## config.mk

```make
export PLATFORM = sky130hd
export DESIGN_NAME = dbdma_ctrl
export DESIGN_NICKNAME = d
export VERILOG_FILES = /design/src/rtl/dbdma_pkg.sv /design/src/rtl/dbdma_sched.sv /design/src/rtl/dbdma_chan.sv /design/src/rtl/dbdma_ctrl.sv
export SDC_FILE = /design/constraint.sdc
export NUM_CORES = 2
export LEC_CHECK = 0
export BUFFER_PORTS_ARGS = -buffer_cell sky130_fd_sc_hd__buf_2
export CORE_AREA = 2 2 252 502
export CTS_CLUSTER_SIZE = 16
export DETAILED_ROUTE_END_ITERATION = 7
export DIE_AREA = 0 0 254 504
export PLACE_DENSITY = 0.46
export REMOVE_ABC_BUFFERS = 1
export SLEW_MARGIN = 20
export SYNTH_ARGS = -nofsm -noshare
export SYNTH_HDL_FRONTEND = slang
export SYNTH_SLANG_ARGS = --single-unit
```

## constraint.sdc

```tcl
create_clock -name clk -period 10.1 [get_ports clk]
set_clock_uncertainty 0.2 [all_clocks]
set_input_delay 1.01 -clock clk [delete_from_list [all_inputs] [get_ports clk]]
set_output_delay 1.01 -clock clk [all_outputs]
set_load 0.03 [all_outputs]
```

## src/rtl/dbdma_pkg.sv

```systemverilog
package dbdma_pkg;
  // What a single scheduler visit does to the visited channel
  typedef enum logic [2:0] {
    VIS_NONE  = 3'd0,
    VIS_MOVE  = 3'd1,
    VIS_SWAP  = 3'd2,
    VIS_DONE  = 3'd3,
    VIS_FAULT = 3'd4
  } vis_e;
endpackage

```

## src/rtl/dbdma_sched.sv

```systemverilog
module dbdma_sched #(
  parameter int NCH = 4,
  localparam int CHW = $clog2(NCH)
) (
  input  logic           clk,
  input  logic           rst_n,
  input  logic           tick,
  output logic [CHW-1:0] cur
);
  logic [CHW-1:0] cur_q;

  always_ff @(posedge clk or negedge rst_n) begin
    if (!rst_n) cur_q <= '0;
    else if (tick) cur_q <= (cur_q == CHW'(NCH - 1)) ? '0 : cur_q + CHW'(1);
  end

  assign cur = cur_q;

  a_r11_hold_without_tick: assert property (@(posedge clk) disable iff (!rst_n)
    !tick |=> $stable(cur_q));
  a_r11_move_on_tick: assert property (@(posedge clk) disable iff (!rst_n)
    tick |=> cur_q != $past(cur_q));
endmodule

```

## src/rtl/dbdma_chan.sv

```systemverilog
module dbdma_chan
  import dbdma_pkg::*;
#(
  parameter int AW    = 32,
  parameter int CW    = 13,
  parameter int FW    = 4,
  parameter int BURST = 2048
) (
  input  logic          clk,
  input  logic          rst_n,
  input  logic          visit,
  input  logic          prog_we,
  input  logic [AW-1:0] prog_src,
  input  logic [AW-1:0] prog_dst,
  input  logic [CW-1:0] prog_cnt,
  input  logic          en_cmd,
  input  logic          stop_cmd,
  input  logic          fault_we,
  input  logic [FW-1:0] fault_val,
  input  logic          sup_set,
  output logic          run,
  output logic          pend,
  output logic [AW-1:0] act_src,
  output logic [AW-1:0] act_dst,
  output logic [CW-1:0] mv_len,
  output vis_e          outcome,
  output logic          cpl_evt,
  output logic          err_evt
);
  localparam logic [CW-1:0] BLEN = CW'(BURST);

  logic [AW-1:0] p_src_q, p_dst_q, a_src_q, a_dst_q;
  logic [CW-1:0] p_cnt_q, a_cnt_q;
  logic [AW-1:0] p_src_n, p_dst_n;
  logic [CW-1:0] p_cnt_n;
  logic [FW-1:0] fault_q;
  logic          run_q, pend_q, sup_q;

  // programmed set as seen by an enable in this cycle
  assign p_src_n = prog_we ? prog_src : p_src_q;
  assign p_dst_n = prog_we ? prog_dst : p_dst_q;
  assign p_cnt_n = prog_we ? prog_cnt : p_cnt_q;

  assign mv_len = (a_cnt_q > BLEN) ? BLEN : a_cnt_q;

  always_comb begin
    outcome = VIS_NONE;
    if (visit && run_q) begin
      if (fault_q == FW'(1))  outcome = VIS_FAULT;
      else if (a_cnt_q == '0) outcome = pend_q ? VIS_SWAP : VIS_DONE;
      else                    outcome = VIS_MOVE;
    end
  end

  assign cpl_evt = (outcome == VIS_SWAP || outcome == VIS_DONE) && !sup_q;
  assign err_evt = (outcome == VIS_FAULT);

  always_ff @(posedge clk or negedge rst_n) begin
    if (!rst_n) begin
      p_src_q <= '0; p_dst_q <= '0; p_cnt_q <= '0;
      a_src_q <= '0; a_dst_q <= '0; a_cnt_q <= '0;
      fault_q <= '0; run_q <= 1'b0; pend_q <= 1'b0; sup_q <= 1'b0;
    end else begin
      // scheduler visit (never coincides with a command on this channel)
      if (visit && run_q && fault_q != '0) fault_q <= fault_q - FW'(1);
      unique case (outcome)
        VIS_MOVE: begin
          a_cnt_q <= a_cnt_q - mv_len;
          a_src_q <= a_src_q + AW'(mv_len);
          a_dst_q <= a_dst_q + AW'(mv_len);
        end
        VIS_SWAP: begin
          a_src_q <= p_src_q; a_dst_q <= p_dst_q; a_cnt_q <= p_cnt_q;
          pend_q  <= 1'b0;
        end
        VIS_DONE:  run_q <= 1'b0;
        VIS_FAULT: begin run_q <= 1'b0; pend_q <= 1'b0; end
        default: ;
      endcase
      if ((outcome == VIS_SWAP || outcome == VIS_DONE) && sup_q) sup_q <= 1'b0;

      // software commands
      if (prog_we) begin
        p_src_q <= prog_src; p_dst_q <= prog_dst; p_cnt_q <= prog_cnt;
      end
      if (fault_we) fault_q <= fault_val;
      if (sup_set)  sup_q   <= 1'b1;
      if (stop_cmd) begin
        run_q <= 1'b0; pend_q <= 1'b0;
      end else if (en_cmd) begin
        if (run_q) pend_q <= 1'b1;
        else begin
          a_src_q <= p_src_n; a_dst_q <= p_dst_n; a_cnt_q <= p_cnt_n;
          run_q   <= 1'b1;
        end
      end
    end
  end

  assign run     = run_q;
  assign pend    = pend_q;
  assign act_src = a_src_q;
  assign act_dst = a_dst_q;

  a_r2_pend_needs_run: assert property (@(posedge clk) disable iff (!rst_n)
    pend_q |-> run_q);
  a_r1_idle_enable: assert property (@(posedge clk) disable iff (!rst_n)
    en_cmd && !stop_cmd && !run_q |=> run_q && a_cnt_q == $past(p_cnt_n) && a_src_q == $past(p_src_n));
  a_r2_busy_enable: assert property (@(posedge clk) disable iff (!rst_n)
    en_cmd && !stop_cmd && run_q |=> pend_q && $stable(a_cnt_q) && $stable(a_src_q) && $stable(a_dst_q));
  a_r7_stop_clears: assert property (@(posedge clk) disable iff (!rst_n)
    stop_cmd |=> !run_q && !pend_q);
  a_r9_fault_stops: assert property (@(posedge clk) disable iff (!rst_n)
    outcome == VIS_FAULT |=> !run_q && !pend_q);
  a_r4_swap_keeps_run: assert property (@(posedge clk) disable iff (!rst_n)
    outcome == VIS_SWAP |=> run_q && !pend_q);
endmodule

```

## src/rtl/dbdma_ctrl.sv

```systemverilog
module dbdma_ctrl
  import dbdma_pkg::*;
#(
  parameter int NCH   = 4,
  parameter int AW    = 32,
  parameter int CW    = 13,
  parameter int FW    = 4,
  parameter int SW    = 4,
  parameter int BURST = 2048,
  localparam int CHW  = $clog2(NCH)
) (
  input  logic           clk,
  input  logic           rst_n,
  input  logic [CHW-1:0] sw_chan,
  input  logic           sw_prog_we,
  input  logic [AW-1:0]  sw_src,
  input  logic [AW-1:0]  sw_dst,
  input  logic [CW-1:0]  sw_cnt,
  input  logic           sw_enable,
  input  logic           sw_stop,
  input  logic           sw_fault_we,
  input  logic [FW-1:0]  sw_fault_val,
  input  logic           sw_sup_req,
  input  logic [SW-1:0]  sw_sup_val,
  input  logic [NCH-1:0] cpl_clr,
  input  logic [NCH-1:0] err_clr,
  output logic [NCH-1:0] ch_run,
  output logic [NCH-1:0] ch_pend,
  output logic [NCH-1:0] cpl_vec,
  output logic [NCH-1:0] err_vec,
  output logic           sup_nack,
  output logic           mv_valid,
  input  logic           mv_ready,
  output logic [AW-1:0]  mv_src,
  output logic [AW-1:0]  mv_dst,
  output logic [CW-1:0]  mv_len,
  output logic [CHW-1:0] mv_chan
);
  logic           tick, sw_any, sup_ok;
  logic [CHW-1:0] cur;
  logic [NCH-1:0] cpl_set, err_set;
  vis_e           outc  [NCH];
  logic [AW-1:0]  c_src [NCH];
  logic [AW-1:0]  c_dst [NCH];
  logic [CW-1:0]  c_len [NCH];

  logic           mv_valid_q, sup_nack_q;
  logic [AW-1:0]  mv_src_q, mv_dst_q;
  logic [CW-1:0]  mv_len_q;
  logic [CHW-1:0] mv_chan_q;
  logic [NCH-1:0] cpl_q, err_q;

  assign tick   = !mv_valid_q || mv_ready;
  assign sw_any = sw_prog_we | sw_enable | sw_stop | sw_fault_we | sw_sup_req;
  assign sup_ok = !ch_run[sw_chan] && (sw_sup_val == SW'(1));

  dbdma_sched #(.NCH(NCH)) u_sched (
    .clk(clk), .rst_n(rst_n), .tick(tick), .cur(cur)
  );

  for (genvar i = 0; i < NCH; i++) begin : g_ch
    logic sel;
    assign sel = (sw_chan == CHW'(i));
    dbdma_chan #(.AW(AW), .CW(CW), .FW(FW), .BURST(BURST)) u_ch (
      .clk      (clk),
      .rst_n    (rst_n),
      .visit    (tick && cur == CHW'(i) && !(sw_any && sel)),
      .prog_we  (sw_prog_we && sel),
      .prog_src (sw_src),
      .prog_dst (sw_dst),
      .prog_cnt (sw_cnt),
      .en_cmd   (sw_enable && sel),
      .stop_cmd (sw_stop && sel),
      .fault_we (sw_fault_we && sel),
      .fault_val(sw_fault_val),
      .sup_set  (sw_sup_req && sel && sup_ok),
      .run      (ch_run[i]),
      .pend     (ch_pend[i]),
      .act_src  (c_src[i]),
      .act_dst  (c_dst[i]),
      .mv_len   (c_len[i]),
      .outcome  (outc[i]),
      .cpl_evt  (cpl_set[i]),
      .err_evt  (err_set[i])
    );
  end

  always_ff @(posedge clk or negedge rst_n) begin
    if (!rst_n) begin
      mv_valid_q <= 1'b0;
      mv_src_q   <= '0; mv_dst_q <= '0; mv_len_q <= '0; mv_chan_q <= '0;
      cpl_q      <= '0; err_q <= '0; sup_nack_q <= 1'b0;
    end else begin
      if (tick) begin
        mv_valid_q <= (outc[cur] == VIS_MOVE);
        if (outc[cur] == VIS_MOVE) begin
          mv_src_q  <= c_src[cur];
          mv_dst_q  <= c_dst[cur];
          mv_len_q  <= c_len[cur];
          mv_chan_q <= cur;
        end
      end
      cpl_q <= (cpl_q & ~cpl_clr) | cpl_set;
      err_q <= (err_q & ~err_clr) | err_set;
      if (sw_sup_req) sup_nack_q <= !sup_ok;
    end
  end

  assign mv_valid = mv_valid_q;
  assign mv_src   = mv_src_q;
  assign mv_dst   = mv_dst_q;
  assign mv_len   = mv_len_q;
  assign mv_chan  = mv_chan_q;
  assign cpl_vec  = cpl_q;
  assign err_vec  = err_q;
  assign sup_nack = sup_nack_q;

  a_r12_hold_under_backpressure: assert property (@(posedge clk) disable iff (!rst_n)
    mv_valid && !mv_ready |=> mv_valid && $stable(mv_src) && $stable(mv_dst)
                              && $stable(mv_len) && $stable(mv_chan));
  a_r3_len_in_range: assert property (@(posedge clk) disable iff (!rst_n)
    mv_valid |-> mv_len != '0 && mv_len <= CW'(BURST));
  a_r6_one_completion_per_tick: assert property (@(posedge clk) disable iff (!rst_n)
    $onehot0(cpl_set | err_set));
  a_r8_busy_request_refused: assert property (@(posedge clk) disable iff (!rst_n)
    sw_sup_req && ch_run[sw_chan] |=> sup_nack);
  a_r10_clear_without_set: assert property (@(posedge clk) disable iff (!rst_n)
    (cpl_clr[0] && !cpl_set[0]) |=> !cpl_vec[0]);
endmodule

```

---- Word level (Yosys, flattened, before mapping) ----
Cells that the tools add are included.
storage, ports and cells
  bits in registers ....................... 735
  input bits .............................. 103
  output and inout bits ................... 97
  word-level logic and storage cells ...... 350
operators by class
  add/sub/neg operators ................... 17
  $lt $le $gt $ge ......................... 6
  equality and inequality tests ........... 28
  mux-type cells .......................... 143
  bitwise gates (word level) .............. 11
  reduce and logical (&&, ||, !) cells .... 96
operators with widths
  kind                                                                    count
  32-bit two-way mux                                                      36
  32-bit one-hot mux with 2 select lines                                  8
  13-bit two-way mux                                                      22
  32-bit by 13-bit adder with 32-bit output                               8
  32-bit binary-select mux with 2-bit select                              2
  13-bit one-hot mux with 2 select lines                                  4
  1-bit logical AND                                                       53
  13-bit by 12-bit > comparator with 1-bit output, second input constant  4
  13-bit zero test                                                        4
  13-bit subtractor                                                       4
  1-bit two-way mux                                                       45
  3-bit two-way mux                                                       14
  4-bit two-way mux                                                       8
  13-bit binary-select mux with 2-bit select                              1
  3-bit by 2-bit == test with 1-bit output, second input constant         8
  4-bit by 1-bit == test with 1-bit output, second input constant         5
  2-bit nonzero test                                                      8
  4-bit nonzero test                                                      4
  2-bit OR reduction                                                      8
  4-bit by 1-bit subtractor with 4-bit output, second input constant      4
  3-bit by 1-bit == test with 1-bit output, second input constant         5
  3-bit == test, second input constant                                    4
  1-bit zero test                                                         11
  4-bit AND                                                               2
  15 further kinds                                                        29

---- Logic depth before layout (Yosys ltp) ----
  depth in word-level cells ............... 15
  gate-level depth with buffers ........... 14
  gate-level depth less buffers ........... 12

---- Modules after synthesis ----
A second synthesis with hierarchy kept.
unflattened totals
  cells, all modules ...................... 4105
  area, all modules ....................... 42480.7 µm²
modules (own cells, without submodules)
  module                          times used  cells each  area each (µm²)  seq. area each (µm²)
  dbdma_chan at g_ch[2].u_ch ...  2           950         9307.7           4028.9
  dbdma_chan at g_ch[0].u_ch ...  2           929         9147.5           4028.9
  dbdma_ctrl                      1           341         5481.5           2227.1
  dbdma_sched                     1           6           88.8             50.0

---- Least setup slack after synthesis ----
Ideal clock, no wire load.
  path kind ............................... reg2reg
  start ................................... register g_ch[0].u_ch.a_cnt_q[2]
  end ..................................... register g_ch[0].u_ch.a_dst_q[16]
  setup time .............................. 0.121 ns
  data arrival time ....................... 3.743 ns
  data required time ...................... 9.779 ns
  slack ................................... 6.036 ns
  stages on the path, launching flop included .. 14
  path buffers ............................ 1
  clock period less this slack ............ 4.064 ns
  cells stage by stage .................... dfrtp_1 -> or4_4 -> or3_4 -> o21ai_0 -> and2_1 -> ha_1 -> o21a_1 -> o31a_1 -> o31a_1 -> a221oi_1 -> or2_2 -> clkbuf_1 -> o311ai_0 -> o22a_1
between the ends
  cells in the longest elaborated chain, start to end .. 9
  elaborated cells on any way between the ends .. 13
  those cells by class .................... add/sub (1); order compare (1); eq/ne (2); mux (8); reduce/logical (1)
RTL lines
  item                                                                                               RTL line          RTL
  from (decl)                                                                                        dbdma_chan.sv:33  logic [CW-1:0] p_cnt_q, a_cnt_q;
  from (signal assigned)                                                                             dbdma_chan.sv:68  a_cnt_q <= a_cnt_q - mv_len;
  from (signal assigned)                                                                             dbdma_chan.sv:73  a_src_q <= p_src_q; a_dst_q <= p_dst_q; a_cnt_q <= p_cnt_q;
  from (signal assigned)                                                                             dbdma_chan.sv:93  a_src_q <= p_src_n; a_dst_q <= p_dst_n; a_cnt_q <= p_cnt_n;
  parallel branches: the longest is 5 deep, another holds 32-bit by 13-bit adder with 32-bit output  -
  32-bit one-hot mux with 2 select lines (*)                                                         dbdma_chan.sv:66  unique case (outcome)
  32-bit two-way mux                                                                                 dbdma_chan.sv:91  if (run_q) pend_q <= 1'b1;
  32-bit two-way mux                                                                                 dbdma_chan.sv:90  end else if (en_cmd) begin
  32-bit two-way mux (*)                                                                             dbdma_chan.sv:88  if (stop_cmd) begin
  to (signal assigned)                                                                               dbdma_chan.sv:70  a_dst_q <= a_dst_q + AW'(mv_len);
  to (signal assigned)                                                                               dbdma_chan.sv:73
  to (signal assigned)                                                                               dbdma_chan.sv:93
  to (decl)                                                                                          dbdma_chan.sv:32  logic [AW-1:0] p_src_q, p_dst_q, a_src_q, a_dst_q;
Every way passes the cells marked *.
A chain may end at the register's enable or synchronous reset.

---- Worst setup path after layout ----
  start ................................... register u_sched.cur_q[0], in the netlist u_sched.cur[0]
  end ..................................... register mv_src_q[16], in the netlist mv_src[16]
between the ends
  cells in the longest elaborated chain, start to end .. 10
  elaborated cells on any way between the ends .. 29
  those cells by class .................... eq/ne (4); mux (10); bitwise (1); reduce/logical (14)
RTL lines
  item                                                  RTL line           RTL
  from (decl)                                           dbdma_sched.sv:10  logic [CHW-1:0] cur_q;
  from (signal assigned)                                dbdma_sched.sv:14  else if (tick) cur_q <= (cur_q == CHW'(NCH - 1)) ? '0 : cur_q + CHW'(1);
  2-bit == test, or another cell as far along           dbdma_ctrl.sv:67   .visit (tick && cur == CHW'(i) && !(sw_any && sel)),
  1-bit logical AND (2 in a row)                        dbdma_ctrl.sv:67
  1-bit logical AND                                     dbdma_chan.sv:48   if (visit && run_q) begin
  3-bit two-way mux                                     dbdma_chan.sv:48
  3-bit binary-select mux with 2-bit select             dbdma_ctrl.sv:96   if (outc[cur] == VIS_MOVE) begin
  3-bit two-way mux (not written as such) (2 in a row)  dbdma_ctrl.sv:96
  3-bit by 1-bit == test with 1-bit output              dbdma_ctrl.sv:96
  2-bit AND reduction (no source line)                  -
  to (signal assigned)                                  dbdma_ctrl.sv:97   mv_src_q <= c_src[cur];
  to (decl)                                             dbdma_ctrl.sv:48   logic [AW-1:0] mv_src_q, mv_dst_q;
Parallel ways exist; a longest one is shown, timed or not. The select of a mux whose other input is x is not followed.

==> impl_table.tex <==
\begin{tabular}{lr}
\hline
Metric & Value \\
\hline
\multicolumn{2}{l}{\textbf{Yosys}} \\
\quad Top cell type's share of synthesized area & 42.6\% \\
\quad Main flop type after synthesis & sky130\_fd\_sc\_hd\_\_dfrtp\_1 \\
\quad Post-synthesis cell count & 4284 \\
\quad Cell types occupying the most area after synthesis & sky130\_fd\_sc\_hd\_\_dfrtp\_1, sky130\_fd\_sc\_hd\_\_mux2\_2, sky130\_fd\_sc\_hd\_\_ha\_1 \\
\quad Fraction of synthesis flops using an asynchronous set or reset pin & 100\% \\
\quad Synthesis warning total & 0 \\
\quad Post-synth top area cell & sky130\_fd\_sc\_hd\_\_dfrtp\_1 \\
\quad Netlist area before placement & about 0.043 mm\^{}2 \\
\quad Count of flip-flops with a built-in enable after synthesis & 0 \\
\quad Avg Inst Size Synth & 10.1 um\^{}2 \\
\quad Most frequent cells after synthesis & sky130\_fd\_sc\_hd\_\_dfrtp\_1, sky130\_fd\_sc\_hd\_\_nand2\_1, sky130\_fd\_sc\_hd\_\_mux2\_2 \\
\quad Synth cell types & 95 \\
\quad Share of the yosys chip area belonging to registers & a little over two fifths \\
\quad Synthesized flop and latch total & roughly 740 \\
\quad Leading cell type by number of instances after synthesis & sky130\_fd\_sc\_hd\_\_dfrtp\_1 \\
\multicolumn{2}{l}{\textbf{GRT}} \\
\quad Wire length of the first global-routing pass & roughly 270 mm \\
\quad Number of antenna violations at the first check in global routing & 8 \\
\quad Total routing usage reported by global routing & between 20\% and 30\% \\
\quad Number of global-route vias before repair & roughly 38000 \\
\quad Remaining global-route overflow & 0 \\
\quad Largest net degree at the start of global routing & $\sim$160 \\
\multicolumn{2}{l}{\textbf{Placement}} \\
\quad RD Place Congestion & 0.942 \\
\quad HPWL after detailed placement & 133 mm \\
\quad \# port buffers & around 200 \\
\multicolumn{2}{l}{\textbf{Clock tree}} \\
\quad Count of hold-fix buffers inserted at cts & 0 \\
\quad Num CTS Buffers & 75 \\
\quad Post-CTS Setup Inserts & 0 \\
\quad Clock slew at the register clock pins of the worst setup and hold paths & around 60 ps \\
\quad CTS sink count & between 700 and 800 \\
\quad Clock latency of the later-clocked register in the worst-skew pair & slightly above 700 ps \\
\quad H-tree level count & 3 \\
\quad Number of buffers on the longest clock path & 3 \\
\quad PostCTS Resize Cnt & 0 \\
\quad CTS tree & yes \\
\quad Root Buffer & sky130\_fd\_sc\_hd\_\_clkbuf\_16 \\
\multicolumn{2}{l}{\textbf{STA}} \\
\quad Transition time at the pin with the least slew margin & 1160 ps \\
\quad Fin. max-slew vios & 0 \\
\quad F\_max & 0.191 GHz \\
\quad Final-report hold violation count & 0 \\
\quad Unrepaired setup endpoints after global routing & no \\
\quad Minimum clock period & roughly 5200 ps \\
\quad Tightest slew margin relative to the limit & roughly 22\% \\
\quad Fraction of the cycle the final worst path needs & roughly 52\% \\
\quad Finish-stage setup viols & 0 \\
\quad Total negative slack & 0 ps \\
\multicolumn{2}{l}{\textbf{Setup path}} \\
\quad Classification of the worst setup path & reg2reg \\
\quad CP max FO & 44 \\
\quad Worst Path Required & 10470 ps \\
\quad Startpoint class of the critical path & register \\
\quad Crit-path slowest cell & sky130\_fd\_sc\_hd\_\_mux4\_4 \\
\quad Crit path arrival time & around 5600 ps \\
\quad Max incr delay on CP & approximately 1100 ps \\
\quad Crit path capture type & register \\
\quad Library cell appearing most often on the critical path & sky130\_fd\_sc\_hd\_\_and3\_1 \\
\quad Cell-by-cell listing of the critical path & inv\_2 > ha\_1 > and3\_1 > and3\_1 > nand2\_2 > mux4\_4 > buf\_4 > mux2\_1 \\
\multicolumn{2}{l}{\textbf{Drt}} \\
\quad DR WL/cell & about 31 um \\
\quad First-iteration detailed-routing DRC count & 2661 \\
\quad DR pass1 iterations & 6 \\
\quad Total via count after detailed routing & around 37000 \\
\quad Via density per instance & just over 6 \\
\quad Remaining design rule violation count & 0 \\
\quad Wire length reported by the detailed router & 188 mm \\
\quad Count of antenna-violating nets left after detailed routing & 0 \\
\multicolumn{2}{l}{\textbf{Cells and area}} \\
\quad Fraction of layout cells with a size suffix above 1 & between 20 and 25\% \\
\quad Area taken by multi-input logic gates & between 0.02 and 0.025 mm\^{}2 \\
\quad Reg area & 0.0184 mm\^{}2 \\
\quad Nets & 4622 \\
\quad Filler cells & approximately 13000 \\
\quad Final core utilization & 39.1\% \\
\quad Area delta synth->final & 12.4\% \\
\multicolumn{2}{l}{\textbf{Floorplan}} \\
\quad Num ports & 200 \\
\quad Die span in y & slightly above 500 um \\
\quad Core Box Area & approximately 0.12 mm\^{}2 \\
\quad Initial Util & between 30\% and 40\% \\
\quad Site row count & 183 \\
\quad Total Die Area & 0.128 mm\^{}2 \\
\quad DIE WIDTH & between 200 and 300 um \\
\multicolumn{2}{l}{\textbf{Power and ir drop}} \\
\quad NetSw & between 6 and 7 mW \\
\quad Power share of the combinational group & a little under half \\
\quad IR Drop Worst-Case VDD & between 0.1 and 0.15 mV \\
\quad Cell internal pwr & $\sim$8.5 mW \\
\quad Power per unit of standard cell area & approximately 310 mW/mm\^{}2 \\
\quad Leakage Power & about 20 nW \\
\quad Proportion of power drawn by the clock network & between 20\% and 30\% \\
\quad Reg power frac & approximately 34\% \\
\quad Net switching fraction of the power & $\sim$44\% \\
\multicolumn{2}{l}{\textbf{Run status}} \\
\quad Status & finished, final reports clean \\
\multicolumn{2}{l}{\textbf{Hold path}} \\
\quad Class of the most critical hold timing path & in2async \\
\multicolumn{2}{l}{\textbf{Job}} \\
\quad Max-capacitance violation count & 0 \\
\hline
\end{tabular}
-- registers in the layout, summed over array words and instances (netlist names), 4 cells and up --
name,flops
cpl_vec,4
err_vec,4
g_ch.u_ch.a_cnt_q,52
g_ch.u_ch.act_dst,128
g_ch.u_ch.act_src,128
g_ch.u_ch.fault_q,16
g_ch.u_ch.p_cnt_q,52
g_ch.u_ch.p_dst_q,128
g_ch.u_ch.p_src_q,128
g_ch.u_ch.pend,4
g_ch.u_ch.run,4
g_ch.u_ch.sup_q,4
mv_dst,32
mv_len,13
mv_src,32
-- logic make-up after synthesis --
| family | share of synthesized area, % |
|---|---|
| mux | 14.6 |
| fa+ha+maj | 4.08 |
| xor+xnor | 1.64 |
| compound gates | 20.1 |
| flops | 42.6 |
| other cells | 0.0174 |
| simple gates | 13.4 |
| buf+inv | 3.56 |
-- stage by stage --
stage	hold WS, ps	total power [mW]	instance area (um^2)	instances	setup WS [ps]
floorplan	234	9.47	42000	4024	2380
global placement	258	12.1	46000	5971	4660
detailed placement	262	12.1	46000	5971	4570
CTS	126	15.2	48500	6105	4900
global route	150	16.0	48500	6106	4640
finish	114	15.2	48500	6109	4870
-- metal layers --
metal	GRT usage, %	wire length [um]	up-vias
met5	0	16	-
met4	22.1	16600	2
met3	3.62	7780	465
met2	51.5	95600	1238
met1	32.1	68200	19000
li1	-	-	16400
-- cells in the final DEF, fill, tap and decap left out, types with 68 or more instances in the layout --
master	count
sky130_fd_sc_hd__a31oi_1	85
sky130_fd_sc_hd__buf_4	78
sky130_fd_sc_hd__dfrtp_1	733
sky130_fd_sc_hd__inv_1	84
sky130_fd_sc_hd__mux4_2	70
sky130_fd_sc_hd__nand3_1	111
sky130_fd_sc_hd__nor2_1	289
sky130_fd_sc_hd__mux2_2	353
sky130_fd_sc_hd__clkbuf_16	77
sky130_fd_sc_hd__a221oi_1	97
sky130_fd_sc_hd__o21ai_0	218
sky130_fd_sc_hd__and3_1	68
sky130_fd_sc_hd__a21oi_1	264
sky130_fd_sc_hd__buf_2	198
sky130_fd_sc_hd__nand2_1	379
sky130_fd_sc_hd__ha_1	128
sky130_fd_sc_hd__nor3_1	69
-- layout make-up --
| cell class | instances | share of cell area (%) |
|---|---|---|
| multi-input combinational | 3202 | 48.4 |
| sequential | 735 | 37.9 |
| clock buffer | 106 | 4.46 |
| tap | 1665 | 4.29 |
| timing repair buffer | 282 | 3.49 |
| clock inverter | 28 | 0.781 |
| inverter | 87 | 0.673 |
| antenna | 4 | 0.0206 |
-- worst max-delay path, delay by kind of cell (launching register included) --
family	cells	cell delay [ps]
mux	2	1520
buf+inv	2	980
flops	1	660
simple gates	3	1420
fa+ha+maj	1	240
-- power by group through the flow --
| stage | clock network, mW | logic [mW] | registers [mW] |
|---|---|---|---|
| floorplan | 0 | 4.39 | 5.08 |
| global placement | 0 | 6.80 | 5.27 |
| global route | 3.21 | 7.47 | 5.37 |
| detailed placement | 0 | 6.84 | 5.27 |
| finish | 3.04 | 6.93 | 5.23 |
| CTS | 3.10 | 6.88 | 5.22 |
-- path summary, 6_finish.rpt --
check                                    from                  endpoint  slack (ps)  cells after the start
setup reg to reg               u_sched.cur[0]                mv_src[16]        4870                      8
max in group asynchronous               rst_n  g_ch[3].u_ch.act_src[21]        7390                      3
hold reg to reg            g_ch[3].u_ch.sup_q                cpl_vec[3]         270                      1
min in group clk           g_ch[3].u_ch.sup_q                cpl_vec[3]         270                      1
hold / removal                          rst_n   g_ch[2].u_ch.p_dst_q[3]         110                      1
setup / recovery               u_sched.cur[0]                mv_src[16]        4870                      8
Note: power is estimated with default switching activity, not from simulation.
